File: config.mk
export PLATFORM = sky130hd
export DESIGN_NAME = stw_serializer
export DESIGN_NICKNAME = d
export VERILOG_FILES = /design/src/rtl/stw_pkg.sv /design/src/rtl/stw_frame_seq.sv /design/src/rtl/stw_snap_bank.sv /design/src/rtl/stw_bit_sel.sv /design/src/rtl/stw_serializer.sv
export SDC_FILE = /design/constraint.sdc
export NUM_CORES = 1
export LEC_CHECK = 0
export ABC_AREA = 1
export BUFFER_PORTS_ARGS = -buffer_cell sky130_fd_sc_hd__buf_2
export CAP_MARGIN = 40
export CORE_ASPECT_RATIO = 1.75
export CORE_MARGIN = 4
export CORE_UTILIZATION = 35
export DETAILED_ROUTE_END_ITERATION = 10
export SLEW_MARGIN = 15
export SYNTH_ARGS = -nofsm -noshare
export SYNTH_HDL_FRONTEND = slang
export SYNTH_SLANG_ARGS = --single-unit
File: constraint.sdc
create_clock -name ser_clk -period 12.6 [get_ports ser_clk]
set_clock_uncertainty 0.1 [all_clocks]
set_input_delay 0.63 -clock ser_clk [delete_from_list [all_inputs] [get_ports ser_clk]]
set_output_delay 0.63 -clock ser_clk [all_outputs]
set_load 0.01 [all_outputs]
File: src/rtl/stw_pkg.sv
package stw_pkg;

    localparam int WORD_W = 16;
    localparam int BIT_W  = $clog2(WORD_W);

    typedef enum logic {
        PH_DELIM = 1'b0,
        PH_DATA  = 1'b1
    } phase_e;

    typedef struct packed {
        phase_e             phase;
        logic [BIT_W-1:0]   bit_idx;
    } pos_t;

    // Clear the outer bits of a data word so no run of ones can reach delimiter length.
    function automatic logic [WORD_W-1:0] guard_word(input logic [WORD_W-1:0] w);
        logic [WORD_W-1:0] g;
        g            = w;
        g[WORD_W-1]  = 1'b0;
        g[0]         = 1'b0;
        return g;
    endfunction

endpackage

File: src/rtl/stw_frame_seq.sv
module stw_frame_seq
    import stw_pkg::*;
#(
    parameter int N      = 4,
    parameter int SLOT_W = $clog2(N + 1)
) (
    input  logic              ser_clk,
    input  logic              rst,
    output pos_t              pos,
    output logic [SLOT_W-1:0] slot,
    output logic              load_snap
);

    localparam logic [SLOT_W-1:0] LAST_SLOT = SLOT_W'(N);
    localparam logic [BIT_W-1:0]  LAST_BIT  = BIT_W'(WORD_W - 1);

    logic [BIT_W-1:0]  bit_q;
    logic [SLOT_W-1:0] slot_q;
    logic              wrap;

    assign wrap      = (bit_q == LAST_BIT) && (slot_q == LAST_SLOT);
    assign load_snap = rst || wrap;

    always_ff @(negedge ser_clk) begin
        if (rst) begin
            bit_q  <= '0;
            slot_q <= '0;
        end else if (bit_q == LAST_BIT) begin
            bit_q  <= '0;
            slot_q <= (slot_q == LAST_SLOT) ? '0 : slot_q + 1'b1;
        end else begin
            bit_q  <= bit_q + 1'b1;
        end
    end

    assign slot        = slot_q;
    assign pos.bit_idx = bit_q;
    assign pos.phase   = (slot_q == '0) ? PH_DELIM : PH_DATA;

endmodule

File: src/rtl/stw_snap_bank.sv
module stw_snap_bank
    import stw_pkg::*;
#(
    parameter int N = 4
) (
    input  logic                ser_clk,
    input  logic                load,
    input  logic [N*WORD_W-1:0] words_in,
    output logic [N*WORD_W-1:0] shadow
);

    for (genvar p = 0; p < N; p++) begin : g_port
        logic [WORD_W-1:0] word_q;

        always_ff @(negedge ser_clk) begin
            if (load) begin
                word_q <= guard_word(words_in[p*WORD_W +: WORD_W]);
            end
        end

        assign shadow[p*WORD_W +: WORD_W] = word_q;
    end

endmodule

File: src/rtl/stw_bit_sel.sv
module stw_bit_sel
    import stw_pkg::*;
#(
    parameter int N      = 4,
    parameter int SLOT_W = $clog2(N + 1)
) (
    input  pos_t                pos,
    input  logic [SLOT_W-1:0]   slot,
    input  logic [N*WORD_W-1:0] shadow,
    output logic                bit_out
);

    localparam logic [BIT_W-1:0] TOP_BIT = BIT_W'(WORD_W - 1);

    logic [WORD_W-1:0] cur_word;

    always_comb begin
        cur_word = '0;
        for (int p = 0; p < N; p++) begin
            if (slot == SLOT_W'(p + 1)) begin
                cur_word = shadow[p*WORD_W +: WORD_W];
            end
        end
    end

    always_comb begin
        if (pos.phase == PH_DELIM) begin
            bit_out = 1'b1;
        end else begin
            bit_out = cur_word[TOP_BIT - pos.bit_idx];
        end
    end

endmodule

File: src/rtl/stw_serializer.sv
module stw_serializer
    import stw_pkg::*;
#(
    parameter int N = 4
) (
    input  logic                ser_clk,
    input  logic                rst,
    input  logic [N*WORD_W-1:0] port_status,
    output logic                ser_out
);

    localparam int SLOT_W = $clog2(N + 1);

    pos_t                pos;
    logic [SLOT_W-1:0]   slot;
    logic                load_snap;
    logic [N*WORD_W-1:0] shadow_flat;

    stw_frame_seq #(.N(N), .SLOT_W(SLOT_W)) u_seq (
        .ser_clk   (ser_clk),
        .rst       (rst),
        .pos       (pos),
        .slot      (slot),
        .load_snap (load_snap)
    );

    stw_snap_bank #(.N(N)) u_bank (
        .ser_clk  (ser_clk),
        .load     (load_snap),
        .words_in (port_status),
        .shadow   (shadow_flat)
    );

    stw_bit_sel #(.N(N), .SLOT_W(SLOT_W)) u_sel (
        .pos     (pos),
        .slot    (slot),
        .shadow  (shadow_flat),
        .bit_out (ser_out)
    );

endmodule

==> impl_metrics.csv, run 1 <==
group,metric,value,unit
die,die_y,127,µm
finish,seq_area,0.00182,mm²
power_and_ir_drop,finalPower,0.595,mW
die,die_w,75.8,µm
clock_network,clkSlewWorstSetupHoldPaths,0.04,ns
die,ios,67,
timing,maxSlewHeadroom,58.6,%
timing,setup_violations,0,
logic_synthesis,ys_seq_elements,63,
setup_path,endpoint_kind,"output port",
hold_path,min_path_type,"reg -> reg",
power_and_ir_drop,combinationalPowerShare,3.3,%
timing,rsz0062_at_grt,"false",
setup_path,crit_type,"reg -> out",
logic_synthesis,synth-seq-area-share,64.7,%
clock_network,clock_latency,0.39,ns
finish,syn_to_final_growth,32.7,%
power_and_ir_drop,internal-power,0.448,mW
power_and_ir_drop,clkPwrFrac,55.4,%
finish,final_common_cell,"nand2_1",
finish,nets,487,
die,start_util,35.6,%
timing,drv_slew,0,
die,die-area,0.00961,mm²
power_and_ir_drop,irDropWorstVdd,84.9,µV
clock_network,cts_max_path_buffers,2,
grt,grt_pass1_vias,2465,
clock_network,hold_buffers,0,
logic_synthesis,yosysTopAreaCell,"edfxtp_1",
grt,overflow,0,
grt,track_usage,13.8,%
timing,tns,0,ns
job,cap_violations,0,
placement,portBuffers,58,
logic_synthesis,yosysTopAreaCellShare,59.7,%
grt,antenna_found_initial,0,
finish,drive_gt1_share,19.0,%
logic_synthesis,synthCells,289,
setup_path,crit_arrival,8.99,ns
route,vias,2242,
route,antenna_left,0,
grt,grt_first_pass_wirelength,9690,µm
finish,antenna_cells,0,
power_and_ir_drop,seq_power_share,41.4,%
clock_network,htree_num_levels,3,
power_and_ir_drop,power_density,159,mW/mm²
logic_synthesis,yosysWarningCount,0,
logic_synthesis,syn-num-nets,361,
finish,multi_input_area,841,µm²
route,drtIter0Drc,107,
logic_synthesis,syn-cell-area,0.00282,mm²
run_status,run_status,"completed",
power_and_ir_drop,switching_share,24.7,%
timing,final_hold_viol_count,0,
setup_path,crit_fanout,15,
route,wirelength,5930,µm
logic_synthesis,synth.avg_cell_area,9.75,µm²
placement,dp_slack,3.29,ns
clock_network,postCtsSetupRepairBufs,0,
setup_path,cp.required,11.87,ns
clock_network,post_cts_resized,0,
finish,layout_common_cells,"nand2_1 (109), inv_1 (94), buf_2 (58), edfxtp_1 (56), nor2_1 (39)",
die,core_area,0.00791,mm²
placement,post-dp-hpwl,4130,µm
grt,grt_max_degree,49,
timing,worstMarginPinSlew,0.621,ns
logic_synthesis,synth.distinct_cells,27,
route,drc_errors,0,
power_and_ir_drop,p_leak,1.90,nW
clock_network,cts_root_buf,"clkbuf_16",
clock_network,cts_made_buffers,9,
route,wire_per_inst,11.6,µm
clock_network,clock_sinks,63,
placement,routabilityCongestion,0.827,
logic_synthesis,synth.area.top_cells,"edfxtp_1 (60%), nand2_1 (15%), nor2_1 (5.2%), dfxtp_1 (5.0%), inv_1 (4.1%)",
finish,fillers,758,
clock_network,cts_tree,"built",
power_and_ir_drop,switchingPower,0.147,mW
route,dr.pass1.iters,4,
die,placement_rows,43,
timing,layout_setup_ws,2.88,ns
route,vias_per_cell,4.40,
setup_path,startpoint_type,"register",
timing,worst_hold_slack,0.395,ns
Yosys cell counts:
cell / instances
o21ai_1: 5
o32ai_1: 1
ha_1: 6
buf_2: 2
clkinv_1: 1
edfxtp_1: 56
o211ai_1: 2
o22ai_1: 1
nor3_1: 1
nand3_2: 1
nand3_1: 10
a22oi_1: 1
nor2_1: 39
nand2_2: 2
o21ai_0: 4
nand2_1: 109
inv_1: 31
inv_2: 1
nor4_1: 1
xor2_1: 1
nor2_4: 1
clkbuf_1: 2
buf_6: 1
o21a_1: 1
dfxtp_1: 7
clkbuf_8: 1
a21oi_1: 1
final timing paths:
| path | cells after the start | start | slack [ns] | to |
|---|---|---|---|---|
| worst max-delay path | 14 | u_seq.slot[2] | 2.88 | ser_out |
| worst min register to register | 2 | u_seq.bit_q[3] | 0.40 | u_seq.bit_q[3] |
| worst max register to register | 6 | u_seq.bit_q[0] | 9.96 | u_bank.g_port[2].word_q[10] |
| worst min-delay path | 2 | u_seq.bit_q[3] | 0.40 | u_seq.bit_q[3] |
power by group through the flow:
stage / Clock [mW] / Combinational, mW / Sequential, mW
floorplan: 0.0303 / 0.00861 / 0.248
global placement: 0.0303 / 0.0196 / 0.249
detailed placement: 0.0303 / 0.0199 / 0.249
CTS: 0.344 / 0.0201 / 0.246
global route: 0.366 / 0.0224 / 0.247
finish: 0.330 / 0.0195 / 0.246
final cells by class:
cell class	count	share of cell area [%]
flip-flops and latches	63	48.7
multi-input cells	187	22.5
clock inverters	70	8.60
repair buffers	59	7.96
clock buffers	9	6.02
inverters	32	3.21
well taps	90	3.01
worst max-delay path: stages, from the launching register on:
cell and delay (ns):
dfxtp_1 0.36, inv_1 0.19, ha_1 0.59, inv_1 0.35, nand2_1 0.16, nand2_1 0.06, nand2_1 0.05, nand2_1 0.05
nand2_1 0.05, nand2_1 0.07, nand2_1 0.06, nand2_1 0.04, nand2_1 0.06, nand3_2 0.05, buf_2 0.14
cell families after synthesis:
kind of cell / count (synthesis) / share of synthesized area [%]
AOI/OAI and AO/OA: 16 / 3.37
adders and majority gates: 6 / 2.66
DFF: 63 / 64.7
xor gates and xnor gates: 1 / 0.311
and+or+nand+nor: 164 / 23.1
buffers and inverters: 39 / 5.91
per-layer routing:
metal / share of wire [%] / global-route usage, %
met3: 4.8 / 6.66
met2: 56 / 22.2
met5: 0 / 0
met1: 36 / 12.4
met4: 3.6 / 11.5
registers in the layout, summed over array words and instances, names as in the netlist:
| register | flops |
|---|---|
| u_bank.g_port.word_q | 56 |
| u_seq.slot | 3 |
| u_seq.bit_q | 4 |
per-stage QoR:
| step | util (%) | cells | cell area, µm² |
|---|---|---|---|
| floorplan | - | 289 | 2820 |
| global placement | 40.4 | 432 | 3200 |
| detailed placement | 40.4 | 432 | 3200 |
| CTS | 47.3 | 510 | 3740 |
| global route | 47.3 | 510 | 3740 |
| finish | 47.3 | 510 | 3740 |
Power figures use the tool's default switching activity.
==> run 2: changes to the inputs <==
clock period = 10 ns   (was 12.6 ns; I/O delays follow)
==> impl_metrics.csv, run 2 (same netlist as run 1, synthesis figures left out) <==
group,metric,value,unit
run_status,run_status,"completed",
clock_network,post_cts_resized,0,
finish,antenna_cells,0,
setup_path,r2r_start,"u_seq.bit_q[0]",
grt,grt_pass1_vias,2383,
route,vias,2255,
power_and_ir_drop,irDropWorstVdd,147,µV
clock_network,postCtsSetupRepairBufs,0,
finish,final_cell_area,0.00374,mm²
route,antenna_left,0,
job,cap_violations,0,
route,wirelength,5940,µm
power_and_ir_drop,p_leak,1.90,nW
finish,top_register,"u_bank.g_port.word_q",
clock_network,hold_buffers,0,
die,die_w,75.8,µm
placement,routabilityCongestion,0.821,
timing,rsz0062_at_grt,"false",
hold_path,min_path_type,"reg -> reg",
timing,final_hold_viol_count,0,
route,drc_errors,0,
finish,final_common_cell,"nand2_1",
finish,layout_common_cells,"nand2_1 (109), inv_1 (95), buf_2 (58), edfxtp_1 (56), nor2_1 (39)",
grt,grt_util_met3,6.11,%
grt,grt_max_degree,49,
clock_network,cts_root_buf,"clkbuf_16",
finish,drive_gt1_share,18.8,%
route,vias_per_cell,4.42,
grt,grt_first_pass_wirelength,9790,µm
placement,portBuffers,58,
grt,busiest_layer,"met2",
setup_path,critPathLaunch,"u_seq.slot[2]",
setup_path,crit_type,"reg -> out",
timing,worst_hold_slack,0.401,ns
setup_path,endpoint,"ser_out",
setup_path,startpoint_type,"register",
route,dr.pass1.iters,6,
die,ios,67,
route,wire_per_inst,11.6,µm
clock_network,cts_tree,"built",
timing,worstMarginPinSlew,0.601,ns
timing,drv_slew,0,
timing,maxSlewHeadroom,59.9,%
grt,antenna_found_initial,0,
setup_path,rr_endpoint,"u_bank.g_port[2].word_q[8]",
setup_path,crit_arrival,7.62,ns
power_and_ir_drop,power_density,200,mW/mm²
setup_path,ff2ff_path_depth,6,
grt,grt_util_met2,23.0,%
clock_network,cts_max_path_buffers,2,
setup_path,endpoint_kind,"output port",
clock_network,clock_sinks,63,
grt,overflow,0,
die,placement_rows,43,
grt,track_usage,13.9,%
setup_path,cp.required,9.40,ns
setup_path,reg2reg_slack,7.32,ns
finish,largest_reg_flops,56,
setup_path,crit_fanout,15,
die,die_y,127,µm
clock_network,htree_num_levels,3,
die,core_area,0.00791,mm²
finish,syn_to_final_growth,32.8,%
timing,setup_violations,0,
timing,tns,0,ns
die,start_util,35.6,%
placement,post-dp-hpwl,4130,µm
grt,met1_usage,12.8,%
route,drtIter0Drc,107,
clock_network,clock_latency,0.39,ns
clock_network,clkSlewWorstSetupHoldPaths,0.03,ns
die,die-area,0.00961,mm²
finish,nets,487,
placement,placed_area,0.00320,mm²
clock_network,cts_made_buffers,9,
run 2: where the power goes:
part	total (mW)	internal (mW)	switching [mW]
clock	0.412	0.249	0.163
sequential	0.311	0.305	0.00599
combinational	0.0247	0.0114	0.0133
run 2: how the worst min path moves through the flow:
stage	start	to	slack, ns	cells after the start
2_1_floorplan	u_seq.bit_q[3]	u_seq.bit_q[3]	0.36	2
3_3_place_gp	u_seq.bit_q[3]	u_seq.bit_q[3]	0.38	2
3_5_place_dp	u_seq.bit_q[3]	u_seq.bit_q[3]	0.39	2
4_1_cts	u_seq.bit_q[3]	u_seq.bit_q[3]	0.39	2
5_1_grt	u_seq.bit_q[3]	u_seq.bit_q[3]	0.44	2
6_report	u_seq.bit_q[3]	u_seq.bit_q[3]	0.40	2
run 2: per-layer routing:
layer	share of wire, %	vias to the layer above
met3	3.8	9
met5	0	-
li1	-	1181
met2	56	46
met4	2.1	0
met1	38	1019
run 2: critical path, stage by stage, from the launching register on:
cell and delay, ns:
dfxtp_1 0.36, inv_1 0.19, ha_1 0.56, inv_1 0.34, nand2_1 0.17, nand2_1 0.06, nand2_1 0.05, nand2_1 0.05
nand2_1 0.05, nand2_1 0.07, nand2_1 0.07, nand2_1 0.04, nand2_1 0.06, nand3_2 0.05, buf_2 0.14
run 2: final cells by class:
cell class | instances | area, µm²
timing repair buffer | 59 | 298
clock inverter | 70 | 323
fill | 773 | 4170
clock buffer | 9 | 225
inverter | 32 | 120
tap | 90 | 113
sequential | 63 | 1820
multi-input combinational | 187 | 841
run 2: through the flow:
stage / setup slack, ns / total power, mW / util (%) / std cells
6_report: 1.78 / 0.748 / 47.3 / 510
5_1_grt: 1.53 / 0.800 / 47.3 / 510
4_1_cts: 1.73 / 0.763 / 47.3 / 510
3_5_place_dp: 2.13 / 0.377 / 40.4 / 432
3_3_place_gp: 2.15 / 0.376 / 40.4 / 432
2_1_floorplan: 1.66 / 0.361 / - / 289
==> run 3: changes to the inputs <==
ABC_AREA = 0   (was 1)
clock period = 6.89 ns   (was 10 ns; I/O delays follow)
==> impl_metrics.csv, run 3 <==
group,metric,value,unit
logic_synthesis,yosysTopAreaCellShare,64.6,%
setup_path,crit_fanout,5,
setup_path,crit_arrival,6.26,ns
setup_path,startpoint_type,"register",
grt,busiest_layer,"met2",
power_and_ir_drop,combinationalPowerShare,3.2,%
clock_network,clkSlewWorstSetupHoldPaths,0.03,ns
setup_path,rr_endpoint,"u_bank.g_port[3].word_q[9]",
hold_path,min_path_type,"reg -> reg",
route,drc_errors,0,
finish,antenna_cells,0,
route,antenna_left,0,
timing,tns,0,ns
clock_network,clock_latency,0.38,ns
clock_network,cts_root_buf,"clkbuf_16",
finish,syn_to_final_growth,34.6,%
setup_path,endpoint_kind,"output port",
timing,drv_slew,0,
power_and_ir_drop,internal-power,0.788,mW
finish,largest_reg_flops,56,
grt,overflow,0,
finish,layout_common_cells,"inv_1 (66), buf_2 (58), edfxtp_1 (56), nand2_1 (17), a21oi_1 (16)",
logic_synthesis,syn-cell-area,0.00260,mm²
setup_path,cp.required,6.45,ns
logic_synthesis,yosysWarningCount,0,
logic_synthesis,synth.distinct_cells,39,
logic_synthesis,synth.avg_cell_area,14.4,µm²
hold_path,hold_path.startpoint,"u_seq.slot[1]",
die,die_y,122,µm
power_and_ir_drop,switching_share,24.6,%
logic_synthesis,synth-edff-count,56,
route,vias,1885,
grt,track_usage,13.6,%
setup_path,r2r_start,"u_seq.bit_q[0]",
finish,top_register,"u_bank.g_port.word_q",
grt,grt_max_degree,27,
power_and_ir_drop,p_leak,1.52,nW
power_and_ir_drop,irDropWorstVdd,199,µV
die,ios,67,
route,wirelength,5590,µm
grt,grt_util_met3,6.36,%
setup_path,crit_type,"reg -> out",
finish,fillers,677,
clock_network,cts_made_buffers,9,
power_and_ir_drop,seq_power_share,44.4,%
setup_path,ff2ff_path_depth,4,
placement,post-dp-hpwl,3850,µm
route,vias_per_cell,4.75,
logic_synthesis,synth_common_cells,"edfxtp_1 (56), nand2_1 (17), a21oi_1 (16)",
timing,worstMarginPinSlew,0.595,ns
route,wire_per_inst,14.1,µm
logic_synthesis,yosysMostFrequentCell,"edfxtp_1",
placement,placed_area,0.00298,mm²
power_and_ir_drop,power_density,298,mW/mm²
die,die_w,73.2,µm
timing,maxSlewHeadroom,60.2,%
clock_network,htree_num_levels,3,
grt,grt_pass1_vias,2095,
setup_path,crit_slowest_cell,"dfxtp_1",
clock_network,cts_max_path_buffers,2,
die,core_area,0.00723,mm²
hold_path,hold_path_depth,2,
finish,final_common_cell,"inv_1",
logic_synthesis,synth-seq-area-share,69.9,%
grt,met1_usage,11.3,%
clock_network,cts_tree,"built",
logic_synthesis,synth.area.top_cells,"edfxtp_1 (65%), dfxtp_1 (5.4%), a21oi_1 (3.1%), a221oi_1 (3.0%), ha_1 (2.9%)",
power_and_ir_drop,finalPower,1.04,mW
run_status,run_status,"completed",
power_and_ir_drop,clkPwrFrac,52.4,%
setup_path,path_cells,"ha_1 -> ha_1 -> nor4b_4 -> buf_4 -> buf_4 -> a221oi_2 -> a21oi_1 -> nor4_2 -> o32ai_1 -> a211o_1 -> buf_2",
die,placement_rows,41,
logic_synthesis,yosysTopAreaCell,"edfxtp_1",
setup_path,path_buf_inv,3,
hold_path,worstHoldEndpoint,"u_seq.slot[1]",
timing,rsz0062_at_grt,"false",
timing,final_hold_viol_count,0,
placement,dp_cells,320,
finish,drive_gt1_share,29.3,%
power_and_ir_drop,switchingPower,0.257,mW
placement,routabilityCongestion,0.727,
grt,grt_first_pass_wirelength,8690,µm
grt,grt_util_met2,23.9,%
finish,final_cell_area,0.00351,mm²
logic_synthesis,postSynth.asyncResetShare,0,%
clock_network,clock_sinks,63,
logic_synthesis,synth_ff_type,"edfxtp_1",
finish,nets,381,
setup_path,reg2reg_slack,4.48,ns
finish,final_cells,397,
timing,setup_violations,0,
setup_path,critPathMaxStageDelay,0.37,ns
logic_synthesis,ys_seq_elements,63,
grt,antenna_found_initial,0,
placement,portBuffers,58,
setup_path,cp_top_family,"compound AO/OA/AOI/OAI gates",
route,drtIter0Drc,59,
job,cap_violations,0,
die,die-area,0.00894,mm²
logic_synthesis,synthCells,181,
finish,seq_area,0.00182,mm²
finish,multi_input_area,712,µm²
logic_synthesis,syn-num-nets,253,
route,dr.pass1.iters,4,
die,start_util,36.0,%
[run 3: power by group through the flow]
| stage | registers, mW | logic, mW | clock network (mW) |
|---|---|---|---|
| after floorplan | 0.462 | 0.0152 | 0.0555 |
| after global placement | 0.467 | 0.0334 | 0.0555 |
| after detailed placement | 0.468 | 0.0342 | 0.0555 |
| after CTS | 0.464 | 0.0346 | 0.571 |
| after global routing | 0.466 | 0.0375 | 0.616 |
| final | 0.463 | 0.0336 | 0.547 |
[run 3: worst reg2reg max path: stages, from the launching register on]
cell	delay, ns
dfxtp_1	0.69
ha_1	0.33
and3_1	0.26
a21o_2	0.31
buf_4	0.36
[run 3: worst max path at each step]
stage,from,endpoint,cells past startpoint
2_1_floorplan,u_seq.slot[0],ser_out,9
3_3_place_gp,u_seq.slot[2],ser_out,9
6_report,u_seq.slot[0],ser_out,11
3_5_place_dp,u_seq.slot[2],ser_out,9
5_1_grt,u_seq.slot[0],ser_out,11
4_1_cts,u_seq.slot[2],ser_out,9
[run 3: per-stage QoR]
step	util [%]	hold WS, ns	setup WS [ns]
floorplan	-	0.365	0.975
global placement	41.2	0.374	0.416
detailed placement	41.2	0.385	0.410
CTS	48.4	0.388	0.0617
global route	48.5	0.421	0.0231
finish	48.5	0.390	0.183
[run 3: kinds of logic after synthesis]
logic type | Yosys count | share of synthesized area [%]
buffers and inverters | 14 | 2.88
adder cells (fa/ha/maj) | 6 | 2.88
XOR/XNOR | 1 | 0.336
AND/OR/NAND/NOR | 48 | 10.3
AO/OA/AOI/OAI | 48 | 13.2
flip-flops | 63 | 69.9
multiplexers | 1 | 0.432
[run 3: what timing repair did]
item	CTS	global route
hold buffers	0	0
buffers inserted	2	0
pin swaps	1	0
setup endpoints to repair	1	1
resized for setup	0	3
[run 3: cell type report]
cell class              count  share of cell area, %
clock buffers               9                   6.42
well taps                  86                   3.07
clock inverters            67                   8.03
multi-input cells         104                   20.3
flip-flops and latches     63                   52.0
inverters                   3                  0.321
repair buffers             65                   9.88
[run 3: metal layers]
metal / share of wire, % / up-vias
li1: - / 959
met1: 34 / 878
met2: 61 / 39
met3: 3.9 / 9
met4: 1.7 / 0
met5: 0 / -
